$ cat src/rtl/gq_pkg.sv
package gq_pkg;
  typedef enum logic [1:0] {
    MODE_SYNC     = 2'b00,
    MODE_Q3       = 2'b01,
    MODE_Q6       = 2'b10,
    MODE_SYNC_ALT = 2'b11
  } qual_mode_e;

  localparam int SHORT_CNT = 3;
  localparam int LONG_CNT  = 6;

  function automatic logic is_qualified(input logic [1:0] m);
    return (m == MODE_Q3) || (m == MODE_Q6);
  endfunction
endpackage

$ cat src/rtl/gq_sync2.sv
module gq_sync2 #(
  parameter int W = 8
) (
  input  logic         clk,
  input  logic         rst,
  input  logic [W-1:0] d_i,
  output logic [W-1:0] q_o
);
  logic [W-1:0] meta_q;
  logic [W-1:0] stab_q;

  always_ff @(posedge clk) begin
    if (rst) begin
      meta_q <= '0;
      stab_q <= '0;
    end else begin
      meta_q <= d_i;
      stab_q <= meta_q;
    end
  end

  assign q_o = stab_q;
endmodule

$ cat src/rtl/gq_strobe_gen.sv
module gq_strobe_gen #(
  parameter int PRD_W = 8
) (
  input  logic             clk,
  input  logic             rst,
  input  logic [PRD_W-1:0] period_i,
  output logic             strobe_o
);
  localparam int CW = PRD_W + 1;

  logic [PRD_W-1:0] prd_q;
  logic [CW-1:0]    cnt_q;
  logic [CW-1:0]    limit;
  logic             changed;
  logic             is_zero;
  logic             at_end;

  assign limit    = {period_i, 1'b0} - CW'(1);
  assign changed  = (period_i != prd_q);
  assign is_zero  = (period_i == '0);
  assign at_end   = (cnt_q == limit);
  assign strobe_o = !changed && (is_zero || at_end);

  always_ff @(posedge clk) begin
    if (rst) begin
      prd_q <= '0;
      cnt_q <= '0;
    end else begin
      prd_q <= period_i;
      if (changed || is_zero || at_end) cnt_q <= '0;
      else                              cnt_q <= cnt_q + CW'(1);
    end
  end
endmodule

$ cat src/rtl/gq_pin_filter.sv
module gq_pin_filter
  import gq_pkg::*;
#(
  parameter int SHORT = SHORT_CNT,
  parameter int LONG  = LONG_CNT
) (
  input  logic       clk,
  input  logic       rst,
  input  logic       smp_i,
  input  logic       stb_i,
  input  logic [1:0] mode_i,
  output logic       q_o
);
  localparam logic [LONG-1:0] SHORT_MASK = LONG'((1 << SHORT) - 1);

  logic [LONG-1:0] hist_q;
  logic [LONG-1:0] hist_n;
  logic            q_q;
  logic            q_n;
  logic            short_hi, short_lo, long_hi, long_lo;
  qual_mode_e      mode;

  assign mode     = qual_mode_e'(mode_i);
  assign hist_n   = {hist_q[LONG-2:0], smp_i};
  assign short_hi = ((hist_n & SHORT_MASK) == SHORT_MASK);
  assign short_lo = ((hist_n & SHORT_MASK) == '0);
  assign long_hi  = &hist_n;
  assign long_lo  = ~|hist_n;

  always_comb begin
    q_n = q_q;
    case (mode)
      MODE_Q3: begin
        if (stb_i && short_hi)      q_n = 1'b1;
        else if (stb_i && short_lo) q_n = 1'b0;
      end
      MODE_Q6: begin
        if (stb_i && long_hi)      q_n = 1'b1;
        else if (stb_i && long_lo) q_n = 1'b0;
      end
      default: q_n = smp_i;
    endcase
  end

  always_ff @(posedge clk) begin
    if (rst) begin
      hist_q <= '0;
      q_q    <= 1'b0;
    end else begin
      if (stb_i) hist_q <= hist_n;
      q_q <= q_n;
    end
  end

  assign q_o = q_q;
endmodule

$ cat src/rtl/gpio_qual_bank.sv
module gpio_qual_bank #(
  parameter int PINS  = 8,
  parameter int PRD_W = 8
) (
  input  logic              clk,
  input  logic              rst,
  input  logic [PINS-1:0]   pin_i,
  input  logic [PRD_W-1:0]  period_i,
  input  logic [2*PINS-1:0] mode_i,
  output logic [PINS-1:0]   qual_o
);
  logic [PINS-1:0] pin_sync;
  logic            strobe;

  gq_sync2 #(.W(PINS)) u_sync (
    .clk (clk),
    .rst (rst),
    .d_i (pin_i),
    .q_o (pin_sync)
  );

  gq_strobe_gen #(.PRD_W(PRD_W)) u_stb (
    .clk      (clk),
    .rst      (rst),
    .period_i (period_i),
    .strobe_o (strobe)
  );

  for (genvar k = 0; k < PINS; k++) begin : g_pin
    gq_pin_filter u_flt (
      .clk    (clk),
      .rst    (rst),
      .smp_i  (pin_sync[k]),
      .stb_i  (strobe),
      .mode_i (mode_i[2*k +: 2]),
      .q_o    (qual_o[k])
    );
  end
endmodule

$ cat config.mk
export PLATFORM = sky130hd
export DESIGN_NAME = gpio_qual_bank
export DESIGN_NICKNAME = d
export VERILOG_FILES = /design/src/rtl/gq_pkg.sv /design/src/rtl/gq_sync2.sv /design/src/rtl/gq_strobe_gen.sv /design/src/rtl/gq_pin_filter.sv /design/src/rtl/gpio_qual_bank.sv
export SDC_FILE = /design/constraint.sdc
export NUM_CORES = 1
export LEC_CHECK = 0
export BUFFER_PORTS_ARGS = -buffer_cell sky130_fd_sc_hd__buf_2
export CAP_MARGIN = 15
export CORE_UTILIZATION = 29
export CTS_BUF_LIST = sky130_fd_sc_hd__clkbuf_8
export CTS_CLUSTER_DIAMETER = 150
export CTS_CLUSTER_SIZE = 10
export DETAILED_ROUTE_END_ITERATION = 10
export HOLD_SLACK_MARGIN = 0.12
export PLACE_DENSITY = 0.56
export SKIP_CTS_REPAIR_TIMING = 1
export SYNTH_ARGS = -nofsm -noshare
export SYNTH_HDL_FRONTEND = slang
export SYNTH_SLANG_ARGS = --single-unit
$ cat constraint.sdc
create_clock -name clk -period 3.5 [get_ports clk]
set_input_delay 0.875 -clock clk [delete_from_list [all_inputs] [get_ports clk]]
set_output_delay 0.875 -clock clk [all_outputs]
set_load 0.02 [all_outputs]
# ---- Word level (Yosys, flattened, before mapping)
# Index checks and enable logic that the tools add are counted.
dict set report classes {
  order_cmp 0
  shift 0
  n_mul 0
  bitwise 0
  reduce_logical 79
  n_eq_ne 42
  mux 40
  div_mod_pow 0
  n_addsub 2
}
# cell count
set ops {}
lappend ops {{$logic_not A6 Y1} 8}
lappend ops {{$ne A3 B1 Y1 const B} 16}
lappend ops {{$reduce_and A6 Y1} 8}
lappend ops {{$reduce_or A6 Y1} 8}
lappend ops {{$logic_and A1 B1 Y1} 33}
lappend ops {{$mux W1} 32}
lappend ops {{$eq A3 B3 Y1 const B} 8}
lappend ops {{$eq A2 B1 Y1 const B} 8}
lappend ops {{$eq A2 B2 Y1 const B} 8}
lappend ops {{$pmux W1 S2} 8}
lappend ops {{$reduce_and A2 Y1} 8}
lappend ops {{$add A9 B1 Y9 const B} 1}
lappend ops {{$eq A9 B9 Y1} 1}
lappend ops {{$logic_not A1 Y1} 9}
lappend ops {{$sub A9 B1 Y9 const B} 1}
lappend ops {{$logic_not A8 Y1} 1}
lappend ops {{$ne A8 B8 Y1} 1}
lappend ops {{$logic_or A1 B1 Y1} 3}
lappend ops {{$reduce_or A2 Y1} 1}
dict set report word_totals {
  in_bits 34
  mem_bits_rw 0
  ff_bits 81
  output_inout_bits 8
  rom_bits 0
  elab_cells 183
  n_memories 0
  latchBits 0
}

# ---- Depth between registers and ports, before layout
dict set report depth {
  word_depth 8
  ltp_mapped 12
  depth_no_buf 9
}

# ---- Modules after synthesis
# From an unflattened synthesis, not the netlist that was laid out.
dict set report hier_totals {
  cells_unflattened 413
  area_unflattened_um2 3968.8
}
# module cells_per_inst instances area_each_um2 seq_area_each_um2
set modules_own_cells {}
lappend modules_own_cells {{gq_pin_filter at g_pin[1].u_flt ...} 35 7 324.1 120.1}
lappend modules_own_cells {gq_strobe_gen 102 1 929.6 340.3}
lappend modules_own_cells {gq_sync2 33 1 464.2 320.3}
lappend modules_own_cells {{gq_pin_filter at g_pin[0].u_flt} 33 1 306.5 120.1}

# ---- Worst setup path after synthesis
# OpenSTA, ideal clock, no wires.
dict set report synth_path {
  path_type {in2reg}
  from {in period_i[0]}
  to {reg g_pin[2].u_flt.q_q}
  setup_ps 120
  required_ps 3380
  arrival_time_ps 2764
  setup_slack_ps 617
  n_path_buf 2
  cell_stages 10
  cell_sequence {clkbuf_1 inv_1 ha_1 or3_1 a31oi_1 o21ai_2 buf_4 nor4_1 o21ai_2 mux2i_1}
}
dict set report synth_between {
  elab_chain_len 7
  elab_cells_between_ends 17
  classes_between {add/sub: 1; eq/ne: 4; mux: 3; reduce/logical: 9}
}
# element line
set synth_lines {}
lappend synth_lines {{start, declared} gpio_qual_bank.sv:8} ;# input logic [PRD_W-1:0] period_i,
lappend synth_lines {{$sub A9 B1 Y9} gq_strobe_gen.sv:18} ;# assign limit = {period_i, 1'b0} - CW'(1);
lappend synth_lines {{$eq A9 B9 Y1} gq_strobe_gen.sv:21} ;# assign at_end = (cnt_q == limit);
lappend synth_lines {{$logic_or A1 B1 Y1} gq_strobe_gen.sv:22} ;# assign strobe_o = !changed && (is_zero || at_end);
lappend synth_lines {{$logic_and A1 B1 Y1 (*)} gq_strobe_gen.sv:22}
lappend synth_lines {{$logic_and A1 B1 Y1 (on tied branches)} n/a}
lappend synth_lines {{$mux W1 (tied with other cells)} gq_pin_filter.sv:38} ;# if (stb_i && long_hi) q_n = 1'b1;
lappend synth_lines {{$pmux W1 S2 / $reduce_and A2 Y1 (equally long branches)} n/a}
lappend synth_lines {{end signal, assigned} gq_pin_filter.sv:51} ;# q_q <= q_n;
lappend synth_lines {{end, declared} gq_pin_filter.sv:18} ;# logic q_q;
# Mark *: on every way between the ends. The rest lies on a longest branch, timed or not.
# A chain may end at the register's enable or synchronous reset.

# ---- Worst setup path after layout
dict set report layout_path {
  from {in period_i[0]}
  to {reg g_pin[6].u_flt.q_q}
}
dict set report layout_between {
  elab_chain_len 7
  elab_cells_between_ends 17
  classes_between {add/sub: 1; eq/ne: 4; mux: 3; reduce/logical: 9}
}
# element line
set layout_lines {}
lappend layout_lines {{$sub A9 B1 Y9} gq_strobe_gen.sv:18}
lappend layout_lines {{$eq A9 B9 Y1} gq_strobe_gen.sv:21}
lappend layout_lines {{$logic_or A1 B1 Y1} gq_strobe_gen.sv:22}
lappend layout_lines {{$logic_and A1 B1 Y1 (*)} gq_strobe_gen.sv:22}
lappend layout_lines {{$logic_and A1 B1 Y1 (on tied branches)} n/a}
lappend layout_lines {{$mux W1 (tied with other cells)} gq_pin_filter.sv:38}
lappend layout_lines {{$pmux W1 S2 / $reduce_and A2 Y1 (equally long branches)} n/a}
lappend layout_lines {{end signal, assigned} gq_pin_filter.sv:51}
lappend layout_lines {{end, declared} gq_pin_filter.sv:18}
# Marks and branches as above.

==> flow_summary.json <==
{
  "run_status": "completed",
  "rows": 42,
  "reg2reg_to": "g_pin[6].u_flt.q_o",
  "synthesis.nets": 551,
  "critical_path.max_stage_delay_ps": 570,
  "hold_ws_ps": 441,
  "synthFlopType": "dfxtp_1",
  "synthCells": 498,
  "place_ws_ps": 365,
  "r2r_cells": 7,
  "synth-edff-count": 0,
  "antenna_cells": 0,
  "drv_slew": 0,
  "p_seq_share_pct": 52.8,
  "wl_per_cell_um": 11.6,
  "synth_area_mm2": 0.00407,
  "crit_path_end": "g_pin[6].u_flt.q_o",
  "globalplace.congestion": 0.771,
  "comb_power_share_pct": 7.9,
  "die_w_um": 120,
  "startpoint_type": "input port",
  "reg2reg_from": "u_stb.cnt_q[4]",
  "max_freq_ghz": 0.361,
  "switchingPower_mw": 0.436,
  "worstMarginPinSlew_ps": 692,
  "clockRootBuffer": "clkbuf_8",
  "slew_headroom_pct": 53.9,
  "rsz0062_at_grt": "no",
  "via_count": 3284,
  "ys.warnings.count": 0,
  "ys_seq_elements": 81,
  "post_dp_cell_area_mm2": 0.00437,
  "path_cells": "buf_2 > nor3_1 > mux2_2 > mux2i_1 > a21oi_1 > o31a_1 > buf_12 > o21ai_1 > and3_1",
  "port_buffers": 41,
  "place_hpwl_um": 5730,
  "async_flop_share_pct": 0,
  "cp-end-kind": "flip-flop",
  "numCtsBuffers": 9,
  "startpoint": "period_i[0]",
  "dp.cells": 687,
  "wl_um": 8160,
  "multiInputGateArea_mm2": 0.00215,
  "worst_slack_ps": 730,
  "cp_max_fo": 34,
  "grt_overflow": 0,
  "syn_avg_cell_area_um2": 8.17,
  "pin_count": 42,
  "core-area_mm2": 0.0135,
  "grt_max_degree": 43,
  "syn_to_final_growth_pct": 12.5,
  "fin_nets": 575,
  "ff2ff_setup_slack_ps": 1320,
  "path_class": "input port to flip-flop",
  "clk_latency_ps": 360,
  "grt_pass1_vias": 3195,
  "min_period_ps": 2770,
  "slowest_stage": "a21oi_1",
  "cts.clk_slew.worst_paths_ps": 90,
  "ant_nets": 0,
  "cts.sinks": 81,
  "track_usage_pct": 12.4,
  "antenna_found_initial": 0,
  "grt_pass1_wl_um": 14300,
  "fin_skew_ps": 9.60,
  "clkPwrFrac_pct": 39.3,
  "switching_share_pct": 24.4,
  "drc": 0,
  "drive_above_1_share_pct": 15.0,
  "cts_tree": "yes",
  "crit_arrival_ps": 3030,
  "seq_area_frac_synth_pct": 39.9,
  "setup_viol_count_final": 0,
  "seq_area_mm2": 0.00162,
  "die-area_mm2": 0.0145,
  "instances_no_fill": 703,
  "intPower_mw": 1.35,
  "ys_types": 42,
  "viasPerCell": 4.67,
  "holdCritPathClass": "flip-flop to flip-flop",
  "fillCellCount": 1443,
  "finish.instance_area_mm2": 0.00458,
  "htreeDepth": 3,
  "p_per_area_mw_per_mm2": 390,
  "p_leak_nw": 1.73,
  "utilization_pct": 34.0,
  "period_share_pct": 79.1,
  "ir_drop_v": 0.000187,
  "firstDrtPassIters": 4,
  "hold_violations": 0,
  "finalSetupTns_ps": 0,
  "initial_core_util_pct": 30.2,
  "cp.required_ps": 3770,
  "drt_iter0_drc": 167,
  "cap_violations": 0,
  "report.power.total_mw": 1.79,
  "die-height_um": 120,
  "cts_buffer_depth": 2
}
==> power groups by stage <==
stage	sequential [mW]	clock [mW]	combinational, mW
floorplan	0.964	0	0.0989
global placement	0.966	0	0.140
detailed placement	0.966	0	0.143
CTS	0.945	0.732	0.144
global route	0.947	0.783	0.160
finish	0.944	0.702	0.141
==> synth_stat cells, types with 11 or more instances <==
library cell    n  share of area, %
nor2b_1        23               3.5
and3_1         11               1.7
xnor2_1        14               3.0
a21oi_1        54               6.6
clkbuf_1       14               1.3
ha_1           19               5.8
o31ai_1        11               2.0
dfxtp_1        81                40
nor3_1         12               1.5
nand3_1        14               1.7
nor2_1         27               2.5
nand2_1       102               9.4
inv_1          20               1.8
==> state kept, by name, summed over array words and instances (netlist names) <==
name and cells:
u_stb.prd_q 8, u_sync.meta_q 8, u_sync.q_o 8, u_stb.cnt_q 9, g_pin.u_flt.q_o 8, g_pin.u_flt.hist_q 40
==> critical path: cells and delay by family <==
| family | cells | cell delay [ps] |
|---|---|---|
| AO/OA/AOI/OAI | 3 | 950 |
| multiplexers | 2 | 290 |
| buffers and inverters | 2 | 350 |
| AND/OR/NAND/NOR | 2 | 560 |
==> logic make-up after synthesis <==
| group | after synthesis | share of synthesized area (%) |
|---|---|---|
| and+or+nand+nor | 221 | 26.1 |
| AOI/OAI and AO/OA | 93 | 14.8 |
| DFF | 81 | 39.9 |
| buffers and inverters | 56 | 7.23 |
| xor gates and xnor gates | 23 | 4.95 |
| adders and majority gates | 19 | 5.84 |
| muxes | 5 | 1.26 |
==> final cells by class <==
cell class | instances | area share [%]
Clock buffer | 10 | 3.01
Sequential cell | 81 | 35.4
Inverter | 20 | 1.64
Tap cell | 176 | 4.81
Multi-Input combinational cell | 361 | 47.1
Clock inverter | 6 | 1.42
Timing Repair Buffer | 49 | 6.62
==> cell usage in the layout, fill, tap and decap left out, types with 2 or more instances in the layout <==
cell      synthesis  layout
xor2_1            9       9
nand3_1          14      14
ha_1             19      19
mux2i_1           4       4
and3_1           11      11
a21oi_1          54      54
nand4_1           9       9
a31oi_1           4       4
buf_4            10       5
buf_12            0       3
o31ai_1          11      11
nand3b_1          4       4
o21ai_1           5       5
nor2b_1          23      23
inv_1            20      20
nor2_1           27      27
dfxtp_1          81      81
nand2_1         102     102
clkbuf_8          0      10
nand2b_1          6       6
a22oi_1           3       3
o21ai_2           4       4
clkinv_2          0       2
o31a_1            4       4
inv_6             0       2
buf_2             7      41
o41ai_2           3       3
nor4_1            5       5
nor3_1           12      12
xnor2_1          14      14
==> per-layer routing <==
layer	up-vias	part of all wire (%)	track usage, %	routed length [um]
li1	1718	-	-	-
met1	1513	49	14.7	3970
met2	46	46	20.7	3750
met3	7	4.0	4.10	324
met4	0	1.4	4.32	116
met5	-	0	0	0
==> how the worst min path moves through the flow <==
| stage | cells after the start | end | startpoint |
|---|---|---|---|
| after floorplan | 1 | u_sync.q_o[0] | u_sync.meta_q[0] |
| after global placement | 1 | u_sync.q_o[6] | u_sync.meta_q[6] |
| after detailed placement | 1 | u_sync.q_o[6] | u_sync.meta_q[6] |
| after CTS | 1 | u_sync.q_o[6] | u_sync.meta_q[6] |
| after global routing | 1 | u_sync.q_o[7] | u_sync.meta_q[7] |
| final | 1 | u_sync.q_o[7] | u_sync.meta_q[7] |
No activity file was read; power rests on OpenSTA's default activity.
